<file path="config.mk">
export PLATFORM = sky130hd
export DESIGN_NAME = dtc_channel
export DESIGN_NICKNAME = d
export VERILOG_FILES = /design/src/rtl/dtc_pkg.sv /design/src/rtl/dtc_datapath.sv /design/src/rtl/dtc_control.sv /design/src/rtl/dtc_channel.sv
export SDC_FILE = /design/constraint.sdc
export NUM_CORES = 1
export LEC_CHECK = 0
export ABC_CLOCK_PERIOD_IN_PS = 6500
export BUFFER_PORTS_ARGS = -buffer_cell sky130_fd_sc_hd__buf_2
export CAP_MARGIN = 20
export CORE_AREA = 2 2 85 87
export CTS_CLUSTER_SIZE = 14
export DETAILED_ROUTE_END_ITERATION = 10
export DIE_AREA = 0 0 87 89
export MAX_ROUTING_LAYER = met4
export PLACE_DENSITY = 0.95
export SYNTH_ARGS = -nofsm -noshare
export SYNTH_HDL_FRONTEND = slang
export SYNTH_SLANG_ARGS = --single-unit
</file>
<file path="constraint.sdc">
create_clock -name clk -period 6.5 [get_ports clk]
set_input_delay 0.975 -clock clk [delete_from_list [all_inputs] [get_ports clk]]
set_output_delay 0.975 -clock clk [all_outputs]
set_load 0.1 [all_outputs]
</file>
<file path="src/rtl/dtc_pkg.sv">
package dtc_pkg;

  localparam int REG_AW    = 2;
  localparam int REG_W     = 32;

  localparam logic [REG_AW-1:0] SEL_ADDR  = 2'd0;
  localparam logic [REG_AW-1:0] SEL_COUNT = 2'd1;
  localparam logic [REG_AW-1:0] SEL_STAT  = 2'd2;
  localparam logic [REG_AW-1:0] SEL_IRQEN = 2'd3;

  typedef enum logic [1:0] {
    ST_IDLE = 2'd0,
    ST_BUSY = 2'd1,
    ST_ACK  = 2'd2
  } dtcState_t;

  // strobes from control to datapath
  typedef struct packed {
    logic captureRx;  // sample peripheral byte with an accepted request
    logic latchTx;    // sample memory read byte on a completed access
    logic step;       // advance address, lower count
  } dtcStrobes_t;

endpackage

</file>
<file path="src/rtl/dtc_datapath.sv">
module dtc_datapath
  import dtc_pkg::*;
#(
  parameter int ADDR_W = 32,
  parameter int CNT_W  = 16,
  parameter int DATA_W = 8
) (
  input  logic               clk,
  input  logic               rstN,
  input  logic               regWrEn,
  input  logic [REG_AW-1:0]  regAddr,
  input  logic [REG_W-1:0]   regWrData,
  output logic [REG_W-1:0]   regRdData,
  input  dtcStrobes_t        strobes,
  input  logic [DATA_W-1:0]  perRxData,
  input  logic [DATA_W-1:0]  memRData,
  output logic [ADDR_W-1:0]  curAddr,
  output logic [DATA_W-1:0]  dataHold,
  output logic               countZero,
  output logic               irq
);

  localparam logic [ADDR_W-1:0] ADDR_ONE = 1;
  localparam logic [CNT_W-1:0]  CNT_ONE  = 1;

  logic [CNT_W-1:0] count;
  logic             irqEnable;

  logic wrAddr, wrCount, wrIrqEn;
  assign wrAddr  = regWrEn && (regAddr == SEL_ADDR);
  assign wrCount = regWrEn && (regAddr == SEL_COUNT);
  assign wrIrqEn = regWrEn && (regAddr == SEL_IRQEN);

  // a register write wins over a transfer step in the same cycle
  always_ff @(posedge clk or negedge rstN) begin
    if (!rstN) begin
      curAddr <= '0;
    end else if (wrAddr) begin
      curAddr <= regWrData[ADDR_W-1:0];
    end else if (strobes.step) begin
      curAddr <= curAddr + ADDR_ONE;
    end
  end

  always_ff @(posedge clk or negedge rstN) begin
    if (!rstN) begin
      count <= '0;
    end else if (wrCount) begin
      count <= regWrData[CNT_W-1:0];
    end else if (strobes.step) begin
      count <= count - CNT_ONE;
    end
  end

  always_ff @(posedge clk or negedge rstN) begin
    if (!rstN) begin
      irqEnable <= 1'b0;
    end else if (wrIrqEn) begin
      irqEnable <= regWrData[0];
    end
  end

  always_ff @(posedge clk or negedge rstN) begin
    if (!rstN) begin
      dataHold <= '0;
    end else if (strobes.captureRx) begin
      dataHold <= perRxData;
    end else if (strobes.latchTx) begin
      dataHold <= memRData;
    end
  end

  assign countZero = (count == '0);
  assign irq       = countZero && irqEnable;

  always_comb begin
    regRdData = '0;
    case (regAddr)
      SEL_ADDR:  regRdData[ADDR_W-1:0] = curAddr;
      SEL_COUNT: regRdData[CNT_W-1:0]  = count;
      SEL_STAT:  regRdData[0]          = countZero;
      SEL_IRQEN: regRdData[0]          = irqEnable;
      default:   regRdData             = '0;
    endcase
  end

endmodule

</file>
<file path="src/rtl/dtc_control.sv">
module dtc_control
  import dtc_pkg::*;
#(
  parameter bit IS_TX = 1'b0
) (
  input  logic        clk,
  input  logic        rstN,
  input  logic        perReq,
  input  logic        countZero,
  input  logic        memReady,
  output logic        memValid,
  output logic        perAck,
  output dtcStrobes_t strobes
);

  dtcState_t state, stateNext;

  logic startXfer, doneXfer;
  assign startXfer = (state == ST_IDLE) && perReq && !countZero;
  assign doneXfer  = (state == ST_BUSY) && memReady;

  always_comb begin
    stateNext = state;
    case (state)
      ST_IDLE: if (startXfer) stateNext = ST_BUSY;
      ST_BUSY: if (memReady)  stateNext = ST_ACK;
      ST_ACK:  stateNext = ST_IDLE;
      default: stateNext = ST_IDLE;
    endcase
  end

  always_ff @(posedge clk or negedge rstN) begin
    if (!rstN) state <= ST_IDLE;
    else       state <= stateNext;
  end

  assign memValid = (state == ST_BUSY);
  assign perAck   = (state == ST_ACK);

  always_comb begin
    strobes           = '0;
    strobes.captureRx = startXfer && !IS_TX;
    strobes.latchTx   = doneXfer && IS_TX;
    strobes.step      = doneXfer;
  end

endmodule

</file>
<file path="src/rtl/dtc_channel.sv">
module dtc_channel
  import dtc_pkg::*;
#(
  parameter int ADDR_W = 32,
  parameter int CNT_W  = 16,
  parameter int DATA_W = 8,
  parameter bit IS_TX  = 1'b0
) (
  input  logic              clk,
  input  logic              rstN,
  input  logic              regWrEn,
  input  logic [1:0]        regAddr,
  input  logic [31:0]       regWrData,
  output logic [31:0]       regRdData,
  input  logic              perReq,
  output logic              perAck,
  input  logic [DATA_W-1:0] perRxData,
  output logic [DATA_W-1:0] perTxData,
  output logic              memValid,
  input  logic              memReady,
  output logic              memWrite,
  output logic [ADDR_W-1:0] memAddr,
  output logic [DATA_W-1:0] memWData,
  input  logic [DATA_W-1:0] memRData,
  output logic              irq
);

  dtcStrobes_t       strobes;
  logic              countZero;
  logic [DATA_W-1:0] dataHold;

  dtc_control #(.IS_TX(IS_TX)) u_ctrl (
    .clk       (clk),
    .rstN      (rstN),
    .perReq    (perReq),
    .countZero (countZero),
    .memReady  (memReady),
    .memValid  (memValid),
    .perAck    (perAck),
    .strobes   (strobes)
  );

  dtc_datapath #(
    .ADDR_W (ADDR_W),
    .CNT_W  (CNT_W),
    .DATA_W (DATA_W)
  ) u_dp (
    .clk       (clk),
    .rstN      (rstN),
    .regWrEn   (regWrEn),
    .regAddr   (regAddr),
    .regWrData (regWrData),
    .regRdData (regRdData),
    .strobes   (strobes),
    .perRxData (perRxData),
    .memRData  (memRData),
    .curAddr   (memAddr),
    .dataHold  (dataHold),
    .countZero (countZero),
    .irq       (irq)
  );

  assign memWrite  = !IS_TX;
  assign memWData  = dataHold;
  assign perTxData = dataHold;

endmodule

</file>
## Word-level counts from Yosys, hierarchy flattened

Index checks and enable logic that the tools add are counted.

- Register bits after elaboration: 59
- Input bits: 55
- Output and inout bits: 84
- Word-level logic and storage cells: 38

- Add/subtract/negate cells: 2
- Eq/ne operators: 7
- Mux-type cells: 10
- Reduce and logical (&&, ||, !) cells: 14

Operators by type and width:

| cell | number |
|---|---|
| 32-bit two-way mux | 2 |
| 16-bit two-way mux | 3 |
| 32-bit by 1-bit adder with 32-bit output, second input constant | 1 |
| 15-bit case mux with 2 select lines | 1 |
| 16-bit zero test | 1 |
| 16-bit by 1-bit subtractor with 16-bit output, second input constant | 1 |
| 1-bit logical AND | 7 |
| 2-bit equality test, second input constant | 3 |
| 2-bit by 1-bit equality test with 1-bit output, second input constant | 2 |
| 2-bit zero test | 2 |
| 2-bit two-way mux | 2 |
| 2-bit by 1-bit inequality test with 1-bit output, second input constant | 2 |
| 1-bit case mux with 4 select lines | 1 |
| 2-bit case mux with 2 select lines | 1 |
| 2-bit nonzero test | 2 |
| 2-bit AND reduction | 1 |
| 1-bit zero test | 1 |

## Depth between registers and ports, before layout

- Depth after elaboration: 5
- Gate-level depth with buffers: 8
- Mapped depth without buffers: 7

## By module

Synthesis repeated with hierarchy kept, for this count alone.

- Cells, all modules: 428
- Area, all modules: 3,756.1 um^2

By module, submodules not included:

| module | instances | cells an instance | area each (um^2) | seq. area each (um^2) |
|---|---|---|---|---|
| dtc_datapath | 1 | 405 | 3,543.4 | 1,426.4 |
| dtc_control | 1 | 13 | 141.4 | 50.0 |
| dtc_channel | 1 | 10 | 71.3 | 0.0 |

## Least setup slack after synthesis

OpenSTA, ideal clock, no wires.

- Path type: in2out
- Start: input regAddr[0]
- End: output regRdData[28]
- Arrival time: 3.665 ns
- Required time: 5.525 ns
- Path slack: 1.860 ns
- Cell stages on the path: 3
- Path buffers: 2
- Cells stage by stage: clkbuf_1 -> buf_1 -> nor3_1

- Word-level cells in the longest chain between the ends: 2

Ends and longest elaborated chain:

| element | RTL line | text |
|---|---|---|
| start, declared | dtc_channel.sv:12 | `input logic [1:0] regAddr,` |
| 2-bit zero test | dtc_datapath.sv:78 | `case (regAddr)` |
| 16-bit two-way mux | dtc_datapath.sv:78 |  |
| end, declared | dtc_channel.sv:14 | `output logic [31:0] regRdData,` |

No other way between the ends.

## Worst setup path after layout

- Start: input regAddr[0]
- End: output regRdData[26]

Same word-level chain as after synthesis.

==> impl_metrics.tcl <==
set metrics [dict create \
    cts_made_buffers 9 \
    p_clk_share_pct 14.3 \
    clkLatencyLatePin_ps 330 \
    antenna_found_initial 0 \
    grt_pass1_vias 3295 \
    fmax_mhz 268 \
    path_delay_family "simple AND/OR/NAND/NOR gates" \
    fin_util_pct 65.4 \
    overflow 0 \
    die_area_um2 7740 \
    die_w_um 87 \
    crit_top_cell "buf_2" \
    ctsResizeCount 0 \
    final_max_slew_viol_count 0 \
    synthCells 392 \
    placedCellCount 575 \
    final_common_cell "buf_2" \
    netlist_area_um2 3550 \
    synth.area.mux_share_pct 9.32 \
    period_minus_slack_ps 3720 \
    hold_slack_ps 529 \
    yosys.area_share.simple_pct 25.4 \
    yosysUniqueCellTypes 44 \
    p_sw_mw 1.40 \
    final_cell_mix "buf_2, nor2_1, dfrtp_1" \
    fin_skew_ps 7.63 \
    root_buffer "clkbuf_8" \
    postCtsSetupRepairBufs 0 \
    p_seq_share_pct 26.4 \
    vias_per_cell 5.63 \
    cts.clk_slew.worst_paths_ps 70 \
    synth_top_family_by_area "simple AND/OR/NAND/NOR gates" \
    start_kind "input port" \
    powerDensity_nw_per_um2 520 \
    r2r_end "u_dp.curAddr[31]" \
    synth_compound_gate_area_share_pct 7.73 \
    slew_headroom_pct 36.3 \
    fin_area_um2 4390 \
    required_ps 5520 \
    synth.avg_cell_area_um2 9.05 \
    synthToLayoutAreaGrowth_pct 23.9 \
    drv_cap 0 \
    placed_area_um2 4160 \
    arrival_ps 2750 \
    setup_viol 0 \
    slowest_delay_ps 810 \
    cts_tree "built" \
    die_h_um 89 \
    hold_violations 0 \
    drc 0 \
    synth_ff_type "dfrtp_1" \
    clockBufferDepth 2 \
    worstSetupEndpointType "output pin" \
    critPathKind "input port to output pin" \
    drt-initial-drc-count 194 \
    cts.sinks 59 \
    hold_depth 1 \
    hold_path.class "flip-flop to flip-flop" \
    io_pins 139 \
    timing.reg2reg.setup_slack_ps 4150 \
    drive_gt1_share_pct 32.9 \
    hold_buffers 0 \
    io_buffers 129 \
    diodes 0 \
    hpwl_mm 6.83 \
    totalWireLength_mm 9.33 \
    yosys.area.top_type_share_pct 41.6 \
    fin_crit_sh_pct 57.3 \
    path_cells "buf_2 > nor2_1 > and2_1 > buf_2" \
    final.setup.tns_ps 0 \
    initial_core_util_pct 52.8 \
    grt_pass1_wl_mm 15.0 \
    htreeDepth 3 \
    synth_fa_ha_area_share_pct 0.706 \
    rr_worst_depth 7 \
    ys_seq_area_share_pct 41.6 \
    ys_ff_latch 59 \
    multi_input_area_um2 1910 \
    async_flop_share_pct 100 \
    core_um2 6720 \
    p_comb_share_pct 59.3 \
    p_leak_nw 2.02 \
    outcome "finished clean" \
    vias 3336 \
    grt_max_degree 64 \
    worst_slew_pin_slew_ps 952 \
    yosys-top-cells-area "dfrtp_1, nor2_1, xnor2_1" \
    final_cells 593 \
    num_rows 30 \
    synth_top_area_cell "dfrtp_1" \
    ys_warn_count 0 \
    peakVddDrop_uv 228 \
    r2r_start "u_ctrl.state[1]" \
    switching_share_pct 61.1 \
    worstPathBufferInverterCount 2 \
    hold_end "u_dp.dataHold[7]" \
    wire_per_inst_um 15.7 \
    place.gp.congestion 0.849 \
    synth-edff-count 0 \
    grt_usage_pct 25.6 \
    path_max_fanout 20 \
    antenna_left 0 \
    fillerInstances 556 \
    critPathSlowestCell "nor2_1" \
    synth_xor_area_share_pct 10.6 \
    dr.pass1.iters 4 \
    holdCritStartpoint "u_dp.dataHold[7]" \
    rsz0062_at_grt "false" \
    p_int_mw 0.888 \
    seqCellArea_um2 1480 \
    layout.nets 565 \
    syn_nets 449 \
]
-- through the flow --
| step | power [mW] | setup slack, ps |
|---|---|---|
| 2_1_floorplan | 1.77 | 1860 |
| 3_3_place_gp | 1.93 | 2890 |
| 3_5_place_dp | 1.96 | 2790 |
| 4_1_cts | 2.29 | 2780 |
| 5_1_grt | 2.38 | 2700 |
| 6_report | 2.29 | 2780 |
-- synthesized netlist by cell type (all sizes together) (11+ instances only) --
library cell  count
dfrtp            59
and2             17
nor3             16
nor2             68
buf              12
mux2             11
nand2            22
xor2             15
mux2i            15
a21oi            41
clkbuf           15
xnor2            28
nand3            15
-- power groups by stage --
stage / logic, mW / registers (mW) / clock network (mW)
after global placement: 1.34 / 0.592 / 0
after floorplan: 0.678 / 1.09 / 0
after CTS: 1.36 / 0.600 / 0.333
after detailed placement: 1.35 / 0.606 / 0
after global routing: 1.41 / 0.617 / 0.350
final: 1.36 / 0.602 / 0.327
-- registers in the layout, summed over array words and instances, names as in the netlist --
| register | cells |
|---|---|
| u_dp.irqEnable | 1 |
| u_dp.curAddr | 32 |
| u_dp.dataHold | 8 |
| u_ctrl.state | 2 |
| u_dp.count | 16 |
-- how the worst max path moves through the flow --
| stage | depth (start not counted) | to | start | slack, ps |
|---|---|---|---|---|
| final | 4 | regRdData[26] | regAddr[0] | 2780 |
| after global routing | 4 | regRdData[31] | regAddr[0] | 2700 |
| after CTS | 5 | regRdData[0] | u_dp.count[7] | 2780 |
| after detailed placement | 4 | regRdData[26] | regAddr[0] | 2790 |
| after global placement | 4 | regRdData[23] | regAddr[0] | 2890 |
| after floorplan | 3 | regRdData[28] | regAddr[0] | 1860 |
-- kinds of logic after synthesis --
kind of cell / count (synthesis)
other cells: 1
compound gates: 51
mux: 27
flops: 59
xor+xnor: 43
fa+ha+maj: 2
simple gates: 176
buf+inv: 33
-- routing by layer --
layer  up-vias  global-route usage [%]  share of wire (%)
met5         -                       -                  0
met4         0                    10.7                1.6
met3        16                    4.16                6.8
met2       135                    43.5                 51
met1      1608                    30.2                 41
li1       1577                       -                  -
-- cell type report --
cell class | instances | area share [%]
clock buffer | 9 | 2.82
inverter | 6 | 0.513
sequential | 59 | 33.6
tap | 80 | 2.28
clock inverter | 7 | 1.57
multi-input combinational | 300 | 43.5
timing repair buffer | 132 | 15.7
No activity file was read; power rests on OpenSTA's default activity.
